==> config.mk <==
export PLATFORM = sky130hd
export DESIGN_NAME = outbound_window_decoder
export DESIGN_NICKNAME = d
export VERILOG_FILES = /design/src/rtl/owd_pkg.sv /design/src/rtl/owd_cfg_regs.sv /design/src/rtl/owd_cpu_decode.sv /design/src/rtl/owd_bm_decode.sv /design/src/rtl/outbound_window_decoder.sv
export SDC_FILE = /design/constraint.sdc
export NUM_CORES = 1
export LEC_CHECK = 0
export BUFFER_PORTS_ARGS = -buffer_cell sky130_fd_sc_hd__buf_2
export CAP_MARGIN = 20
export CORE_MARGIN = 2
export CORE_UTILIZATION = 34
export CTS_BUF_LIST = sky130_fd_sc_hd__clkbuf_16
export DETAILED_ROUTE_END_ITERATION = 8
export PLACE_DENSITY_LB_ADDON = 0.2
export SLEW_MARGIN = 10
export SYNTH_ARGS = -nofsm -noshare
export SYNTH_HDL_FRONTEND = slang
export SYNTH_SLANG_ARGS = --single-unit
==> constraint.sdc <==
create_clock -name clk -period 2.02 [get_ports clk]
set_clock_uncertainty 0.15 [all_clocks]
set_input_delay 0.404 -clock clk [delete_from_list [all_inputs] [get_ports clk]]
set_output_delay 0.404 -clock clk [all_outputs]
set_load 0.01 [all_outputs]
==> src/rtl/owd_pkg.sv <==
// Shared constants and types for the outbound window decoder.
// Assumes a 32-bit address space; register selects are a single bit.
package owd_pkg;

    localparam int ADDR_W   = 32;
    localparam int DATA_W   = 32;
    localparam int MODE_LSB = 7;

    localparam logic       SEL_ENABLE  = 1'b0;
    localparam logic       SEL_CONTROL = 1'b1;
    localparam logic [1:0] MODE_FWD    = 2'b01;

    typedef enum logic [1:0] {
        RGN_UNMAPPED = 2'b00,
        RGN_SYSRAM   = 2'b01,
        RGN_PCIMEM   = 2'b10,
        RGN_CPULOCAL = 2'b11
    } region_e;

endpackage

==> src/rtl/owd_cfg_regs.sv <==
// Configuration registers and gate map.
// Holds the chunk enable register and the 2-bit mode field. On every write
// it recomputes a registered per-chunk gate map from the post-write values,
// forcing the first and last chunk closed. Assumes CHUNK_CNT <= DATA_W.
module owd_cfg_regs
    import owd_pkg::*;
#(
    parameter int CHUNK_CNT = 32
) (
    input  logic                 clk,
    input  logic                 rst_n,
    input  logic                 wr_en,
    input  logic                 wr_sel,
    input  logic [DATA_W-1:0]    wr_data,
    output logic [CHUNK_CNT-1:0] chunk_open
);

    logic [CHUNK_CNT-1:0] en_q;
    logic [CHUNK_CNT-1:0] en_d;
    logic [1:0]           mode_q;
    logic [1:0]           mode_d;
    logic                 fwd_on;
    logic [CHUNK_CNT-1:0] gated;
    logic                 unused_data;
    logic                 unused_edge;

    // Next register values: the selected register takes the write data.
    always_comb begin
        en_d   = en_q;
        mode_d = mode_q;
        if (wr_en) begin
            if (wr_sel == SEL_CONTROL) begin
                mode_d = wr_data[MODE_LSB +: 2];
            end else begin
                en_d = wr_data[CHUNK_CNT-1:0];
            end
        end
    end

    assign fwd_on = (mode_d == MODE_FWD);

    // Per-chunk gate: outermost chunks are hard-closed.
    for (genvar gi = 0; gi < CHUNK_CNT; gi++) begin : g_gate
        if (gi == 0 || gi == CHUNK_CNT - 1) begin : g_closed
            assign gated[gi] = 1'b0;
        end else begin : g_open
            assign gated[gi] = en_d[gi] & fwd_on;
        end
    end

    assign unused_data = ^wr_data;
    assign unused_edge = en_d[0] ^ en_d[CHUNK_CNT-1];

    // Register update and gate-map recompute on any configuration write.
    always_ff @(posedge clk) begin
        if (!rst_n) begin
            en_q       <= '0;
            mode_q     <= '0;
            chunk_open <= '0;
        end else if (wr_en) begin
            en_q       <= en_d;
            mode_q     <= mode_d;
            chunk_open <= gated;
        end
    end

endmodule

==> src/rtl/owd_cpu_decode.sv <==
// CPU-side forward decoder (combinational).
// Computes the chunk index of cpu_addr relative to WIN_BASE and looks it up
// in the gate map. Assumes CHUNK_LG2 < ADDR_W.
module owd_cpu_decode
    import owd_pkg::*;
#(
    parameter logic [ADDR_W-1:0] WIN_BASE  = 32'hF000_0000,
    parameter int                CHUNK_LG2 = 23,
    parameter int                CHUNK_CNT = 32,
    localparam int               IDX_W     = $clog2(CHUNK_CNT)
) (
    input  logic [ADDR_W-1:0]    cpu_addr,
    input  logic [CHUNK_CNT-1:0] chunk_open,
    output logic                 fwd_hit,
    output logic [IDX_W-1:0]     fwd_chunk
);

    localparam int HI_W = ADDR_W - CHUNK_LG2;

    logic [ADDR_W-1:0]    offset;
    logic                 in_win;
    logic                 in_span;
    logic [HI_W-1:0]      idx_full;
    logic [CHUNK_CNT-1:0] sel;
    logic                 unused_low;

    // Offset into the window and the chunk number it falls in.
    assign offset   = cpu_addr - WIN_BASE;
    assign in_win   = (cpu_addr >= WIN_BASE);
    assign idx_full = offset[ADDR_W-1:CHUNK_LG2];
    assign in_span  = in_win && (idx_full < HI_W'(CHUNK_CNT));

    // One-hot chunk select.
    for (genvar gi = 0; gi < CHUNK_CNT; gi++) begin : g_sel
        assign sel[gi] = in_span && (idx_full == HI_W'(gi));
    end

    assign fwd_hit    = |(sel & chunk_open);
    assign fwd_chunk  = fwd_hit ? idx_full[IDX_W-1:0] : '0;
    assign unused_low = ^offset[CHUNK_LG2-1:0];

endmodule

==> src/rtl/owd_bm_decode.sv <==
// Bus-master region classifier (combinational).
// Sorts a downstream address into RAM below the first forwardable chunk,
// PCI memory over the forwardable chunks, a CPU-local window, or unmapped.
// Comparisons are done one bit wider so a window ending at 2^ADDR_W works.
module owd_bm_decode
    import owd_pkg::*;
#(
    parameter logic [ADDR_W-1:0] WIN_BASE   = 32'hF000_0000,
    parameter int                CHUNK_LG2  = 23,
    parameter int                CHUNK_CNT  = 32,
    parameter logic [ADDR_W-1:0] LOCAL_BASE = 32'hFFF0_0000,
    parameter int                LOCAL_LG2  = 20
) (
    input  logic [ADDR_W-1:0] bm_addr,
    output region_e           bm_region
);

    typedef logic [ADDR_W:0] wide_t;

    localparam wide_t PCI_LO = {1'b0, WIN_BASE} + (wide_t'(1) << CHUNK_LG2);
    localparam wide_t PCI_HI = {1'b0, WIN_BASE} + (wide_t'(CHUNK_CNT - 1) << CHUNK_LG2);
    localparam wide_t LOC_LO = {1'b0, LOCAL_BASE};
    localparam wide_t LOC_HI = LOC_LO + (wide_t'(1) << LOCAL_LG2);

    wide_t a;

    assign a = {1'b0, bm_addr};

    // Range classification, lowest region first.
    always_comb begin
        if (a < PCI_LO) begin
            bm_region = RGN_SYSRAM;
        end else if (a < PCI_HI) begin
            bm_region = RGN_PCIMEM;
        end else if (a >= LOC_LO && a < LOC_HI) begin
            bm_region = RGN_CPULOCAL;
        end else begin
            bm_region = RGN_UNMAPPED;
        end
    end

endmodule

==> src/rtl/outbound_window_decoder.sv <==
// Top level of the chunked outbound window decoder.
// Connects the configuration registers to the CPU-side decoder and holds
// the independent bus-master classifier. Configuration writes take effect
// one edge later; both decoders are combinational.
module outbound_window_decoder
    import owd_pkg::*;
#(
    parameter logic [31:0] WIN_BASE   = 32'hF000_0000,
    parameter int          CHUNK_LG2  = 23,
    parameter int          CHUNK_CNT  = 32,
    parameter logic [31:0] LOCAL_BASE = 32'hFFF0_0000,
    parameter int          LOCAL_LG2  = 20
) (
    input  logic                         clk,
    input  logic                         rst_n,
    input  logic                         cfg_wr_en,
    input  logic                         cfg_wr_sel,
    input  logic [31:0]                  cfg_wr_data,
    input  logic [31:0]                  cpu_addr,
    output logic                         fwd_hit,
    output logic [$clog2(CHUNK_CNT)-1:0] fwd_chunk,
    input  logic [31:0]                  bm_addr,
    output logic [1:0]                   bm_region
);

    logic [CHUNK_CNT-1:0] chunk_open;
    region_e              region;

    owd_cfg_regs #(
        .CHUNK_CNT (CHUNK_CNT)
    ) u_cfg (
        .clk        (clk),
        .rst_n      (rst_n),
        .wr_en      (cfg_wr_en),
        .wr_sel     (cfg_wr_sel),
        .wr_data    (cfg_wr_data),
        .chunk_open (chunk_open)
    );

    owd_cpu_decode #(
        .WIN_BASE  (WIN_BASE),
        .CHUNK_LG2 (CHUNK_LG2),
        .CHUNK_CNT (CHUNK_CNT)
    ) u_cpu (
        .cpu_addr   (cpu_addr),
        .chunk_open (chunk_open),
        .fwd_hit    (fwd_hit),
        .fwd_chunk  (fwd_chunk)
    );

    owd_bm_decode #(
        .WIN_BASE   (WIN_BASE),
        .CHUNK_LG2  (CHUNK_LG2),
        .CHUNK_CNT  (CHUNK_CNT),
        .LOCAL_BASE (LOCAL_BASE),
        .LOCAL_LG2  (LOCAL_LG2)
    ) u_bm (
        .bm_addr   (bm_addr),
        .bm_region (region)
    );

    assign bm_region = region;

endmodule

==> metrics.yaml <==
clk_path_buf_depth: 2
synth_compound_area_share_pct: 18.8
finalSetupViolations: 6
synth_edf_count: 0
hold_slack_ps: 177
final_common_cell: "nand2_1"
totalPowerFinal_w: 0.00320
synth-seq-cells: 62
critical-path-slowest-cell: "mux4_2"
async_flop_share_pct: 0
p_leak_nw: 1.65
route.detailed.drc: 0
grt_max_degree: 42
drt_iter0_drc: 113
drive_above_1_share_pct: 25.1
cp_data_arrival_time_ps: 1940
dieArea_um2: 10100
place.gp.congestion: 0.763
hold-path-endpoint: "u_cfg.en_q[13]"
final_cell_mix: "72 x nand2_1, 62 x buf_2, 61 x dfxtp_1"
ff_latch_area_um2: 1240
clkSlewWorstSetupHoldPaths_ps: 50
vdd_ir_drop_max_mv: 0.489
routed_wl_mm: 7.40
violations: "setup timing"
maxSlewViolCount: 0
worstSkewPairLatency_ps: 320
hold_depth: 3
cp_slowest_stage_delay_ps: 450
postSynthAreaPerCell_um2: 8.28
pin_count: 108
worst_ep_required_time_ps: 1470
grt_pass1_vias: 2576
holdCritPathClass: "primary input to flop"
grt_pass1_wl_mm: 12.2
setup_tns_ps: -2820
rrSetupSlack_ps: 680
cts_inserted_buffers: 9
min_from: "cfg_wr_data[13]"
cts_root_buf: "clkbuf_16"
fmax_mhz: 400
ys_types: 43
startpoint_type: "flop"
synth-simple-area-share_pct: 21.6
synth_mux_area_share_pct: 12.2
dp_hpwl_mm: 5.32
rsz0062_at_grt: "true"
port-buffer-count: 62
grt-ovfl-total: 0
fp.dieH_um: 100
synth_area_um2: 3160
cts_hold_buf: 0
core_area_um2: 9110
initial_core_util_pct: 34.6
num_vias: 2728
viasPerCell: 4.82
antenna_found_initial: 1
outcome: "finished with violations"
min_period_ps: 2500
synth-xor-area-share_pct: 0
drtAntennaViolNets: 0
timing.rr.end: "u_cfg.chunk_open[13]"
die_w_um: 100
htree_num_levels: 3
yosysSeqAreaShare_pct: 39.3
finalHoldViolCount: 0
fin_ws_ps: -477
ys_warn_count: 0
fp-row-count: 35
fillCellCount: 918
netlist_instances: 381
ys_top_cells_by_area: "dfxtp_1 39%, mux2i_1 11%, nand2_1 8.6%"
cts.sinks: 62
period_share_pct: 124
slew_headroom_pct: 74.3
critPathMaxFanout: 6
nets: 550
synth_top_area_cell: "dfxtp_1"
end_kind: "primary output"
grtUsageTotal_pct: 15.3
path_buf_inv: 2
multi_input_area_um2: 1720
syn2layout_area_growth_pct: 28.2
maxCapViolations: 0
syn_nets: 482
synth_adder_area_share_pct: 0.397
synth_top_family_by_area: "simple AND/OR/NAND/NOR gates"
synth_ff_type: "dfxtp_1"
reg2reg_depth: 5
netlist.area_leader.share_pct: 39.3
powerDensity_nw_per_um2: 792
worstMarginPinSlew_ps: 386
worstSetupPathType: "flop to primary output"
crit_chain: "mux4_2 > a2111o_1 > o31ai_4 > buf_12 > a21oi_2 > buf_2"
crit_family: "compound AO/OA/AOI/OAI gates"
firstDrtPassIters: 4
timing.rr.start: "u_cfg.mode_q[0]"
wl_per_cell_um: 13.1
cts_tree: "built"
[Yosys cell counts, drive strengths merged (2+ instances only)]
| cell | number |
|---|---|
| nand2 | 72 |
| dfxtp | 62 |
| mux2i | 35 |
| a21boi | 34 |
| and2 | 31 |
| o22ai | 30 |
| inv | 29 |
| clkbuf | 20 |
| buf | 8 |
| a21oi | 7 |
| nand3 | 5 |
| o21ai | 5 |
| nand2b | 4 |
| nand3b | 4 |
| nand4 | 3 |
| nor2 | 3 |
| nor3b | 3 |
| and2b | 2 |
| clkinv | 2 |
| nor2b | 2 |
| nor4b | 2 |
| or2 | 2 |
[where the power goes]
group	switching (W)	internal, W
combinational	0.000179	0.000164
sequential	0.0000174	0.00126
clock	0.000519	0.00106
[stage by stage]
step | cells | instance area [um^2] | util (%) | worst slack [ps]
final | 566 | 4040 | 44.4 | -477
after global routing | 565 | 4040 | 44.4 | -546
after CTS | 565 | 4040 | 44.4 | -488
after detailed placement | 549 | 3730 | 41.0 | -455
after global placement | 549 | 3730 | 41.0 | -410
after floorplan | 381 | 3200 | - | -153
[per-layer routing]
layer | track usage (%) | vias up | part of all wire (%)
met1 | 20.2 | 1223 | 49
li1 | - | 1437 | -
met2 | 24.4 | 61 | 45
met5 | 0 | - | 0
met3 | 3.41 | 7 | 4.9
met4 | 6.01 | 0 | 1.2
[cells by family (layout without fill, tap and decap cells)]
logic type | after synthesis | in the layout
AO/OA/AOI/OAI | 85 | 85
adder cells (fa/ha/maj) | 1 | 1
buffers and inverters | 59 | 132
flip-flops | 62 | 62
multiplexers | 37 | 37
other | 0 | 1
AND/OR/NAND/NOR | 137 | 137
[worst register-to-register path: cells and delay by family, from the launching register on]
kind	cells	cell delay, ps
simple gates	2	390
flops	1	320
compound gates	2	240
buf+inv	1	170
[final cells by class]
| type | instances | area share (%) |
|---|---|---|
| multi-input combinational | 260 | 42.5 |
| sequential | 62 | 30.7 |
| timing repair buffer | 85 | 12.9 |
| clock buffer | 9 | 5.57 |
| tap | 111 | 3.43 |
| inverter | 31 | 2.88 |
| clock inverter | 7 | 1.98 |
| antenna | 1 | 0.0619 |
[flip-flops by register name, summed over array words and instances (netlist names)]
| register | flops |
|---|---|
| u_cfg.chunk_open | 30 |
| u_cfg.mode_q | 2 |
| u_cfg.en_q | 30 |
[worst max path at each step]
stage                         to                start  slack, ps  cells past startpoint
floorplan           fwd_chunk[0]         cpu_addr[25]       -150                      5
global placement    fwd_chunk[2]         cpu_addr[25]       -410                      9
detailed placement  fwd_chunk[3]         cpu_addr[25]       -450                      9
CTS                 fwd_chunk[3]  u_cfg.chunk_open[3]       -490                      6
global route        fwd_chunk[1]  u_cfg.chunk_open[3]       -550                      6
finish              fwd_chunk[3]  u_cfg.chunk_open[3]       -480                      6
[what timing repair did]
action                                  CTS  global route
buffers inserted                          0             0
endpoints found under the hold margin     0             0
gates cloned                              0             0
endpoints found under the setup margin    6             6
resized for setup                         0             1
No activity file was read; power rests on OpenSTA's default activity.
